File: src/rtl/spidiv_pkg.sv
package spidiv_pkg;

    localparam int PRE_W   = 8;
    localparam int POST_W  = 8;
    localparam int HALF_W  = PRE_W - 1;
    localparam int SPAN_W  = POST_W + HALF_W + 2;

    typedef struct packed {
        logic [HALF_W-1:0] half_pre;
        logic [POST_W-1:0] post_lim;
    } div_cfg_t;

    typedef struct packed {
        logic level;
        logic edge_stb;
        logic close_stb;
    } clk_out_t;

    // Prescaler half count: bit 0 dropped, anything below 2 becomes 2.
    function automatic logic [HALF_W-1:0] clamp_half_pre(input logic [PRE_W-1:0] pre);
        if (pre[PRE_W-1:1] == '0)
            return HALF_W'(1);
        return pre[PRE_W-1:1];
    endfunction

    // Clocks per half period of the serial clock for a given setting.
    function automatic logic [SPAN_W-1:0] half_span(input logic [PRE_W-1:0] pre,
                                                     input logic [POST_W-1:0] post);
        logic [SPAN_W-1:0] a;
        logic [SPAN_W-1:0] b;
        a = SPAN_W'(post) + SPAN_W'(1);
        b = SPAN_W'(clamp_half_pre(pre));
        return a * b;
    endfunction

endpackage

File: src/rtl/spidiv_cfg_clamp.sv
module spidiv_cfg_clamp
    import spidiv_pkg::*;
#(
    parameter int PW = PRE_W,
    parameter int QW = POST_W
) (
    input  logic [PW-1:0] pre_i,
    input  logic [QW-1:0] post_i,
    output div_cfg_t      cfg_o
);
    always_comb begin
        cfg_o          = '0;
        cfg_o.half_pre = clamp_half_pre(PRE_W'(pre_i));
        cfg_o.post_lim = POST_W'(post_i);
    end
endmodule

File: src/rtl/spidiv_stage.sv
// One counter stage: counts qualifying steps and wraps at the limit.
module spidiv_stage #(
    parameter int CW = 8
) (
    input  logic          clk_i,
    input  logic          rst_i,
    input  logic          run_i,
    input  logic          step_i,
    input  logic [CW-1:0] last_i,
    output logic          wrap_o
);
    logic [CW-1:0] cnt_q;

    // >= so that a counter past a lowered limit still wraps at once
    assign wrap_o = run_i && step_i && (cnt_q >= last_i);

    always_ff @(posedge clk_i) begin
        if (rst_i || !run_i)
            cnt_q <= '0;
        else if (wrap_o)
            cnt_q <= '0;
        else if (step_i)
            cnt_q <= cnt_q + CW'(1);
    end
endmodule

File: src/rtl/spidiv_sclk_gen.sv
module spidiv_sclk_gen
    import spidiv_pkg::*;
(
    input  logic     clk_i,
    input  logic     rst_i,
    input  logic     run_i,
    input  logic     flip_i,
    output clk_out_t out_o
);
    clk_out_t out_q;

    always_ff @(posedge clk_i) begin
        if (rst_i || !run_i) begin
            out_q <= '0;
        end else begin
            out_q.edge_stb  <= flip_i;
            out_q.close_stb <= flip_i && out_q.level;
            if (flip_i)
                out_q.level <= !out_q.level;
        end
    end

    assign out_o = out_q;
endmodule

File: src/rtl/spidiv_top.sv
module spidiv_top
    import spidiv_pkg::*;
#(
    parameter int PW = PRE_W,
    parameter int QW = POST_W
) (
    input  logic          clk_i,
    input  logic          rst_i,
    input  logic          en_i,
    input  logic [PW-1:0] pre_div_i,
    input  logic [QW-1:0] post_div_i,
    output logic          sclk_o,
    output logic          half_tick_o,
    output logic          full_tick_o
);
    localparam int HW = PW - 1;

    div_cfg_t  cfg;
    logic      pre_wrap;
    logic      post_wrap;
    clk_out_t  clk_out;

    spidiv_cfg_clamp #(.PW(PW), .QW(QW)) u_clamp (
        .pre_i  (pre_div_i),
        .post_i (post_div_i),
        .cfg_o  (cfg)
    );

    // Prescaler: wraps every half_pre clocks, i.e. pre/2.
    spidiv_stage #(.CW(HW)) u_pre (
        .clk_i  (clk_i),
        .rst_i  (rst_i),
        .run_i  (en_i),
        .step_i (1'b1),
        .last_i (HW'(cfg.half_pre) - HW'(1)),
        .wrap_o (pre_wrap)
    );

    // Post stage: wraps after post+1 prescaler ticks.
    spidiv_stage #(.CW(QW)) u_post (
        .clk_i  (clk_i),
        .rst_i  (rst_i),
        .run_i  (en_i),
        .step_i (pre_wrap),
        .last_i (QW'(cfg.post_lim)),
        .wrap_o (post_wrap)
    );

    spidiv_sclk_gen u_gen (
        .clk_i  (clk_i),
        .rst_i  (rst_i),
        .run_i  (en_i),
        .flip_i (post_wrap),
        .out_o  (clk_out)
    );

    assign sclk_o      = clk_out.level;
    assign half_tick_o = clk_out.edge_stb;
    assign full_tick_o = clk_out.close_stb;
endmodule

File: config.mk
export PLATFORM = sky130hd
export DESIGN_NAME = spidiv_top
export DESIGN_NICKNAME = d
export VERILOG_FILES = /design/src/rtl/spidiv_pkg.sv /design/src/rtl/spidiv_cfg_clamp.sv /design/src/rtl/spidiv_stage.sv /design/src/rtl/spidiv_sclk_gen.sv /design/src/rtl/spidiv_top.sv
export SDC_FILE = /design/constraint.sdc
export NUM_CORES = 1
export LEC_CHECK = 0
export ABC_AREA = 1
export CORE_UTILIZATION = 26
export DETAILED_ROUTE_END_ITERATION = 16
export DONT_BUFFER_PORTS = 1
export PLACE_DENSITY = 0.5
export SETUP_SLACK_MARGIN = 0.1
export SLEW_MARGIN = 15
export SYNTH_ARGS = -nofsm -noshare
export SYNTH_HDL_FRONTEND = slang
export SYNTH_SLANG_ARGS = --single-unit
File: constraint.sdc
create_clock -name clk_i -period 3.1 [get_ports clk_i]
set_input_delay 0.465 -clock clk_i [delete_from_list [all_inputs] [get_ports clk_i]]
set_output_delay 0.465 -clock clk_i [all_outputs]
set_load 0.02 [all_outputs]
# Word level (Yosys, flattened, before mapping)
# Index checks and enable logic that the tools add are counted.
# Widths: inputs -> output; s select.
dict set report op_classes {
  n_lt_le_gt_ge 2
  n_reduce_logical 10
  muxes 3
  n_addsub 3
}
# operator count
set op_table {}
lappend op_table {{$mux 7} 2}
lappend op_table {{$add 8x1->8 const B} 1}
lappend op_table {{$ge 8x8->1} 1}
lappend op_table {{$add 7x1->7 const B} 1}
lappend op_table {{$ge 7x7->1} 1}
lappend op_table {{$logic_not 7->1} 1}
lappend op_table {{$sub 7x1->7 const B} 1}
lappend op_table {{$logic_and 1x1->1} 4}
lappend op_table {{$reduce_or 2->1} 2}
lappend op_table {{$logic_not 1->1} 2}
lappend op_table {{$logic_or 1x1->1} 1}
lappend op_table {{$mux 1} 1}
dict set report word_totals {
  register_bits 18
  input_bits 19
  out_inout_bits 3
}

# Logic depth before layout (Yosys ltp)
# Gate-level depths: netlist (run 1).
dict set report depth {
  depth_word 9
  ltp_mapped 16
  ltp_nobuf 16
}

# Modules after synthesis
# Synthesis (run 1) repeated with hierarchy kept, for this count alone.
dict set report hier_totals {
  cells_unflattened 215
  area_unflattened_um2 1495.2
}
# mod seq_area_each_um2 cells_each area_per_inst_um2 n_inst
set by_module_without_submodules {}
lappend by_module_without_submodules {{spidiv_stage (u_post)} 160.2 79 598.1 1}
lappend by_module_without_submodules {{spidiv_stage (u_pre)} 140.1 77 554.3 1}
lappend by_module_without_submodules {spidiv_top 0.0 26 136.4 1}
lappend by_module_without_submodules {spidiv_cfg_clamp 0.0 20 106.4 1}
lappend by_module_without_submodules {spidiv_sclk_gen 60.1 13 100.1 1}

# Worst setup path after synthesis (run 1)
# No wires, ideal clock.
dict set report synth_timing {
  kind {input port to flip-flop}
  startpoint {input pre_div_i[4]}
  endpoint {register u_pre.cnt_q[4]}
  n_path_buf 0
  required_time_ns 3.027
  stages 14
  arrival_ns 2.304
  slack_ns 0.724
  setup_ns 0.073
  path_cell_list {nor2_1 -> a31o_2 -> inv_1 -> ha_1 -> nand3_1 -> xor2_1 -> ha_1 -> nand2_1 -> inv_1 -> a21oi_4 -> nand3_4 -> nand2_8 -> nand2_4 -> nor3b_2}
}
dict set report synth_between {
  elab_chain_cells 7
}
# item line_no
set synth_rtl {}
lappend synth_rtl {{from (decl)} spidiv_top.sv:10} ;# input logic [PW-1:0] pre_div_i,
lappend synth_rtl {{$logic_not 7->1} spidiv_pkg.sv:21} ;# if (pre[PRE_W-1:1] == '0)
lappend synth_rtl {{$mux 1} spidiv_pkg.sv:21}
lappend synth_rtl {{$mux 7 (*)} spidiv_pkg.sv:23} ;# return pre[PRE_W-1:1];
lappend synth_rtl {{$sub 7x1->7 (*)} spidiv_top.sv:35} ;# .last_i (HW'(cfg.half_pre) - HW'(1)),
lappend synth_rtl {{$ge 7x7->1 (*)} spidiv_stage.sv:15} ;# assign wrap_o = run_i && step_i && (cnt_q >= last_i);
lappend synth_rtl {{$logic_and 1x1->1 (*)} spidiv_stage.sv:15}
lappend synth_rtl {{$reduce_or 2->1 (no source line) (*)} --}
lappend synth_rtl {{to (signal assigned)} spidiv_stage.sv:23} ;# cnt_q <= cnt_q + CW'(1);
lappend synth_rtl {{to (decl)} spidiv_stage.sv:12} ;# logic [CW-1:0] cnt_q;
# Mark *: on every way between the ends. The rest lies on a longest branch, timed or not.
# A chain may end at the register's enable or synchronous reset.

# Worst setup path after layout (run 1)
dict set report layout_timing {
  startpoint {input pre_div_i[6]}
  endpoint {register u_pre.cnt_q[4]}
}
# The elaborated chain is that of the path after synthesis.

==> results_dict.tcl, run 1 <==
set metrics [dict create \
    syn-num-nets 244 \
    fp-row-count 26 \
    clock_latency_ns 0.25 \
    port_buffers 0 \
    area_growth_syn_to_layout_pct 9.69 \
    fin_util_pct 30.1 \
    place.gp.congestion 0.686 \
    drtPass1Iterations 4 \
    crit_required_ns 3.28 \
    status "finished, final reports clean" \
    yosysSeqAreaShare_pct 25.4 \
    grt_pass1_wl_um 4660 \
    drv_cap 0 \
    end_kind "flop" \
    drtAntennaViolNets 0 \
    p_per_area_nw_per_um2 303 \
    cts_buffers 3 \
    critical_path_class "in2reg" \
    grt_max_degree 12 \
    startpoint_type "input port" \
    worst_pin_slew_ns 0.470 \
    fmax_mhz 424 \
    p_leak_uw 0.000791 \
    clk_pin_slew_worst_paths_ns 0.07 \
    hold_buffers 0 \
    drive_above_1_share_pct 6.19 \
    max_slew_margin_pct 68.5 \
    drt-initial-drc-count 37 \
    postCtsResizedCells 0 \
    drc_errors 0 \
    skew_ns 0.00208 \
    min_period_ns 2.36 \
    die_x_um 75.9 \
    vdd_drop_max_uv 237 \
    holdWs_ns 0.273 \
    antenna_cells 0 \
    gr-usage-all-layers_pct 9.77 \
    rsz0062_at_grt "no" \
    placed_cells 276 \
    yosysUniqueCellTypes 22 \
    layout.nets 248 \
    die_y_um 75.9 \
    nFillCells 582 \
    yosys_warnings 0 \
    top_usage_layer "met2" \
    hpwl_um 1970 \
    io_pins 22 \
    slew_viol_final 0 \
    cts_sinks 18 \
    start_util_pct 27.5 \
    cts_setup_buffers 0 \
    via_per_inst 4.03 \
    arrival_ns 2.54 \
    setup_viol 0 \
    grt_pass1_vias 1086 \
    postSynthAreaPerCell_um2 6.86 \
    grtUsageMet3_pct 3.49 \
    syn_area_um2 1420 \
    met1_usage_pct 12.5 \
    wl_per_cell_um 8.91 \
    finalSetupTns_ns 0 \
    ys_ff_latch 18 \
    hold_path_class "in2reg" \
    fin_crit_sh_pct 76.1 \
    critPathMaxFanout 10 \
    wirelength_um 2490 \
    gr-usage-met2_pct 16.1 \
    syn_inst 207 \
    vias 1129 \
    antenna_found_initial 0 \
    core_um2 5170 \
    cts.root.buffer_cell "clkbuf_8" \
    final_cells 280 \
    multi_input_area_um2 890 \
    seqCellArea_um2 360 \
    grt-ovfl-total 0 \
    hold_viol_final 0 \
    fp.dieArea_um2 5760 \
    htreeDepth 1 \
    cts_tree "done" \
    cts_buffer_depth 2 \
]
## registers in the layout (all words and copies together), names as in the netlist
signal        cells
u_gen.out_o       3
u_pre.cnt_q       7
u_post.cnt_q      8
## path summary, 6_finish.rpt
check | startpoint | end | slack (ns) | depth (start not counted)
worst min-delay path | rst_i | u_gen.out_o[1]$_SDFF_PP0_ | 0.27 | 1
worst max-delay path | pre_div_i[6] | u_pre.cnt_q[4]$_SDFF_PP0_ | 0.74 | 14
worst max register to register | u_pre.cnt_q[2]$_SDFF_PP0_ | u_pre.cnt_q[4]$_SDFF_PP0_ | 1.42 | 8
worst min register to register | u_pre.cnt_q[0]$_SDFF_PP0_ | u_pre.cnt_q[0]$_SDFF_PP0_ | 0.49 | 1
## synthesized netlist by cell type (all sizes together)
cell / instances / area share (%)
nor2: 26 / 6.9
xor2: 8 / 4.9
nand3: 18 / 8.1
dfxtp: 18 / 25
nor3: 4 / 1.8
nand3b: 1 / 0.53
a31o: 1 / 0.62
o21ai: 1 / 0.35
buf: 1 / 0.35
xnor2: 3 / 1.9
nand4: 3 / 1.3
ha: 18 / 16
o21a: 1 / 0.53
a21oi: 5 / 2.6
nand2: 54 / 16
inv: 44 / 12
nor3b: 1 / 0.88
## power breakdown
group          internal [uW]  switching [uW]
clock                    113            78.5
sequential               233            1.71
combinational           18.6            28.0
## logic make-up after synthesis
family	count (synthesis)	share of synthesized area (%)
flip-flops	18	25.4
AO/OA/AOI/OAI	8	4.05
buffers and inverters	45	12.0
AND/OR/NAND/NOR	107	35.9
XOR/XNOR	11	6.78
adder cells (fa/ha/maj)	18	15.9
## layer usage
layer | share of wire [%] | up-vias
met2 | 43 | 13
met3 | 4.3 | 0
met4 | 0 | 0
met5 | 0 | -
met1 | 52 | 473
li1 | - | 643
## placed cells by master (no fill, tap or decap), types with 2 or more instances in the layout
cell type / n
nand2_1: 51
nor2_1: 26
ha_1: 18
nand3_1: 16
clkbuf_8: 4
xnor2_1: 3
nand4_1: 3
a21oi_1: 4
inv_1: 44
xor2_1: 8
nor3_1: 3
dfxtp_1: 18
nand3_4: 2
nand2_4: 2
## through the flow
stage	power (uW)	worst slack (ns)	area, um2
2_1_floorplan	282	0.724	1420
3_3_place_gp	286	0.448	1500
3_5_place_dp	287	0.440	1500
4_1_cts	482	0.704	1560
5_1_grt	506	0.442	1560
6_report	472	0.742	1560
## cell type report
type	count	share of cell area, %
Sequential cell	18	23.1
Clock buffer	4	3.53
Tap cell	70	5.62
Multi-Input combinational cell	144	57.1
Inverter	44	10.6
## critical path, cell delays in order
cell and delay, ns:
nor2_1 0.03, a31o_2 0.23, inv_1 0.10, ha_1 0.21
nand3_1 0.11, xor2_1 0.16, ha_1 0.29, nand2_1 0.09
inv_1 0.07, a21oi_4 0.16, nand3_4 0.20, nand2_8 0.16
nand2_4 0.09, nor3b_2 0.17
(Power assumes the default switching activity.)
==> run 2: changes to the inputs <==
- ABC_AREA: 1 -> 0
- PLACE_DENSITY: 0.5 -> 0.52
- clock period: 3.1 -> 2 ns (I/O delays scaled with it)
==> run 2 against run 1 <==
The run now ends with DRC, setup timing left. Count of clock-buffer cells in the layout unchanged. Sequential power increased by 55%. Setup slack got worse by 0.84 ns. Critical path depth unchanged. Critical path type unchanged. Largest power group unchanged.
==> results_dict.tcl, run 2 <==
set metrics [dict create \
    critPathBufInv 2 \
    worst_pin_slew_ns 0.365 \
    final_cells 210 \
    setup_viol 15 \
    antenna_cells 0 \
    critPathSlowestCell "ha_1" \
    p_leak_uw 0.000630 \
    skew_ns 0.00382 \
    p_per_area_nw_per_um2 493 \
    antenna_found_initial 0 \
    drc_errors 4 \
    crit_family "simple AND/OR/NAND/NOR gates" \
    cts_sinks 18 \
    wirelength_um 2720 \
    critical_path_class "in2reg" \
    drtAntennaViolNets 0 \
    yosysUniqueCellTypes 35 \
    start_util_pct 27.7 \
    clock_latency_ns 0.25 \
    hold_viol_final 0 \
    startpoint_type "input port" \
    gr-usage-all-layers_pct 11.4 \
    final_common_cell "dfxtp_1" \
    layout.nets 196 \
    status "finished, violations left" \
    drtPass1Iterations 12 \
    largest_register_ffs 8 \
    die_x_um 70.8 \
    die_y_um 70.8 \
    min_period_ns 2.10 \
    placed_cells 203 \
    nFillCells 464 \
    cts_tree "done" \
    fin_crit_sh_pct 105 \
    synthTopCellsByCount "dfxtp_1, ha_1, inv_1, nand2_1, nor2_1" \
    grt_max_degree 14 \
    via_per_inst 5.12 \
    syn_area_um2 1230 \
    arrival_ns 2.24 \
    fmax_mhz 477 \
    slew_viol_final 0 \
    drv_cap 0 \
    yosys_warnings 0 \
    core_um2 4440 \
    async_reset_ff_share_pct 0 \
    cpPeakStageDelay_ns 0.30 \
    synth_area_leader_cell "dfxtp_1" \
    grt_pass1_vias 1049 \
    cts_buffer_depth 2 \
    syn-num-nets 182 \
    netlist_top_cells_area "dfxtp_1, ha_1, xnor2_1, a21oi_1, nand3_1" \
    crit_required_ns 2.14 \
    holdWs_ns 0.213 \
    fp.dieArea_um2 5010 \
    place.gp.congestion 0.860 \
    rsz0062_at_grt "yes" \
    layout_common_cells "dfxtp_1, ha_1, inv_1, buf_4, nor2_1" \
    cts_buffers 3 \
    dp_slack_ns -0.442 \
    synth_edf_count 0 \
    htreeDepth 1 \
    io_pins 22 \
    syn_inst 145 \
    vias 1075 \
    synthFlopType "dfxtp_1" \
    violations "DRC, setup timing" \
    largest_register "u_post.cnt_q" \
    postSynthAreaPerCell_um2 8.49 \
    hpwl_um 2190 \
    netlist.area_leader.share_pct 29.3 \
    port_buffers 0 \
    yosysSeqAreaShare_pct 29.3 \
    ys_ff_latch 18 \
    crit_chain "nor4_4, a21oi_2, ha_2, nand2_2, nor3_2, xnor2_1, ha_1, nand2_2, nor2_2, a21oi_2, buf_6, buf_4, a32oi_2, o41ai_2" \
    max_slew_margin_pct 75.4 \
    cts.root.buffer_cell "clkbuf_8" \
    hold_buffers 0 \
    area_growth_syn_to_layout_pct 22.5 \
    grt-ovfl-total 0 \
    critPathMaxFanout 9 \
    hold_path_class "in2reg" \
    end_kind "flop" \
    wl_per_cell_um 13.0 \
    grt_pass1_wl_um 4510 \
    drt-initial-drc-count 49 \
    vdd_drop_max_uv 261 \
    fp-row-count 24 \
    clk_pin_slew_worst_paths_ns 0.07 \
    drive_above_1_share_pct 22.2 \
    total_power_uw 743 \
    setup_ws_ns -0.0966 \
]
[run 2: changes by cell type after synthesis, sizes merged, moves of 4 or more]
cell / change
o211ai: +4
nor2: -16
a21oi: +5
nand3: -9
inv: -34
and3: +6
xor2: -4
nor2b: +4
o21ai: +7
nand2: -44
a32oi: +4
[run 2: worst reg2reg max path, stage by stage, from the launching register on]
cell and delay, ns:
dfxtp_1 0.42, ha_1 0.28, a211oi_1 0.23, o21ai_0 0.19, a21oi_2 0.38, nand2b_4 0.12, o41ai_2 0.27
[run 2: final timing paths]
check                                     from                      endpoint  slack [ns]  cells after the start
setup reg to reg  u_post.cnt_q[2]$_SDFFE_PP0P_  u_post.cnt_q[6]$_SDFFE_PP0P_        0.02                      6
hold / removal                            en_i  u_post.cnt_q[4]$_SDFFE_PP0P_        0.21                      2
hold reg to reg      u_pre.cnt_q[0]$_SDFF_PP0_     u_pre.cnt_q[0]$_SDFF_PP0_        0.47                      1
setup / recovery                  pre_div_i[5]  u_post.cnt_q[6]$_SDFFE_PP0P_        -0.1                     14
[run 2: final cells by class]
| class | count | area, um2 | share of cell area, % |
|---|---|---|---|
| clock buffer | 4 | 55.1 | 3.65 |
| sequential | 18 | 360 | 23.9 |
| timing repair buffer | 11 | 86.3 | 5.73 |
| inverter | 10 | 37.5 | 2.49 |
| tap | 52 | 65.1 | 4.32 |
| multi-input combinational | 115 | 903 | 59.9 |
[run 2: per-layer routing]
layer	up-vias	global-route usage (%)	part of all wire (%)
li1	542	-	-
met1	502	13.4	45
met2	31	20.1	50
met3	0	2.28	5.1
met4	0	4.67	0
met5	-	0	0
[run 2: power breakdown]
part | switching (uW) | leakage, uW | internal [uW]
Sequential | 2.21 | 0.000145 | 360
Clock | 125 | 0.0000288 | 175
Combinational | 43.4 | 0.000456 | 37.4
[run 2: what timing repair did]
item / in CTS / in global routing
setup buffers: 3 / 0
pin swaps: 8 / 0
setup endpoints to repair: 18 / 18
endpoints found under the hold margin: 0 / 0
resized for setup: 8 / 1
[run 2: stage by stage]
| step | utilization [%] | setup TNS (ns) | area, um2 |
|---|---|---|---|
| 3_5_place_dp | 31.3 | -6.76 | 1390 |
| 3_3_place_gp | 31.3 | -6.05 | 1390 |
| 4_1_cts | 33.8 | -0.522 | 1500 |
| 6_report | 33.9 | -0.583 | 1510 |
| 5_1_grt | 33.9 | -2.51 | 1510 |
| 2_1_floorplan | - | -2.55 | 1280 |
[run 2: cell families (layout without fill, tap and decap cells)]
group	Yosys count	in the layout	share of synthesized area, %
AND/OR/NAND/NOR	57	57	25.6
adder cells (fa/ha/maj)	18	18	18.3
buffers and inverters	12	25	3.76
flip-flops	18	18	29.3
AO/OA/AOI/OAI	30	30	16.0
XOR/XNOR	10	10	7.11
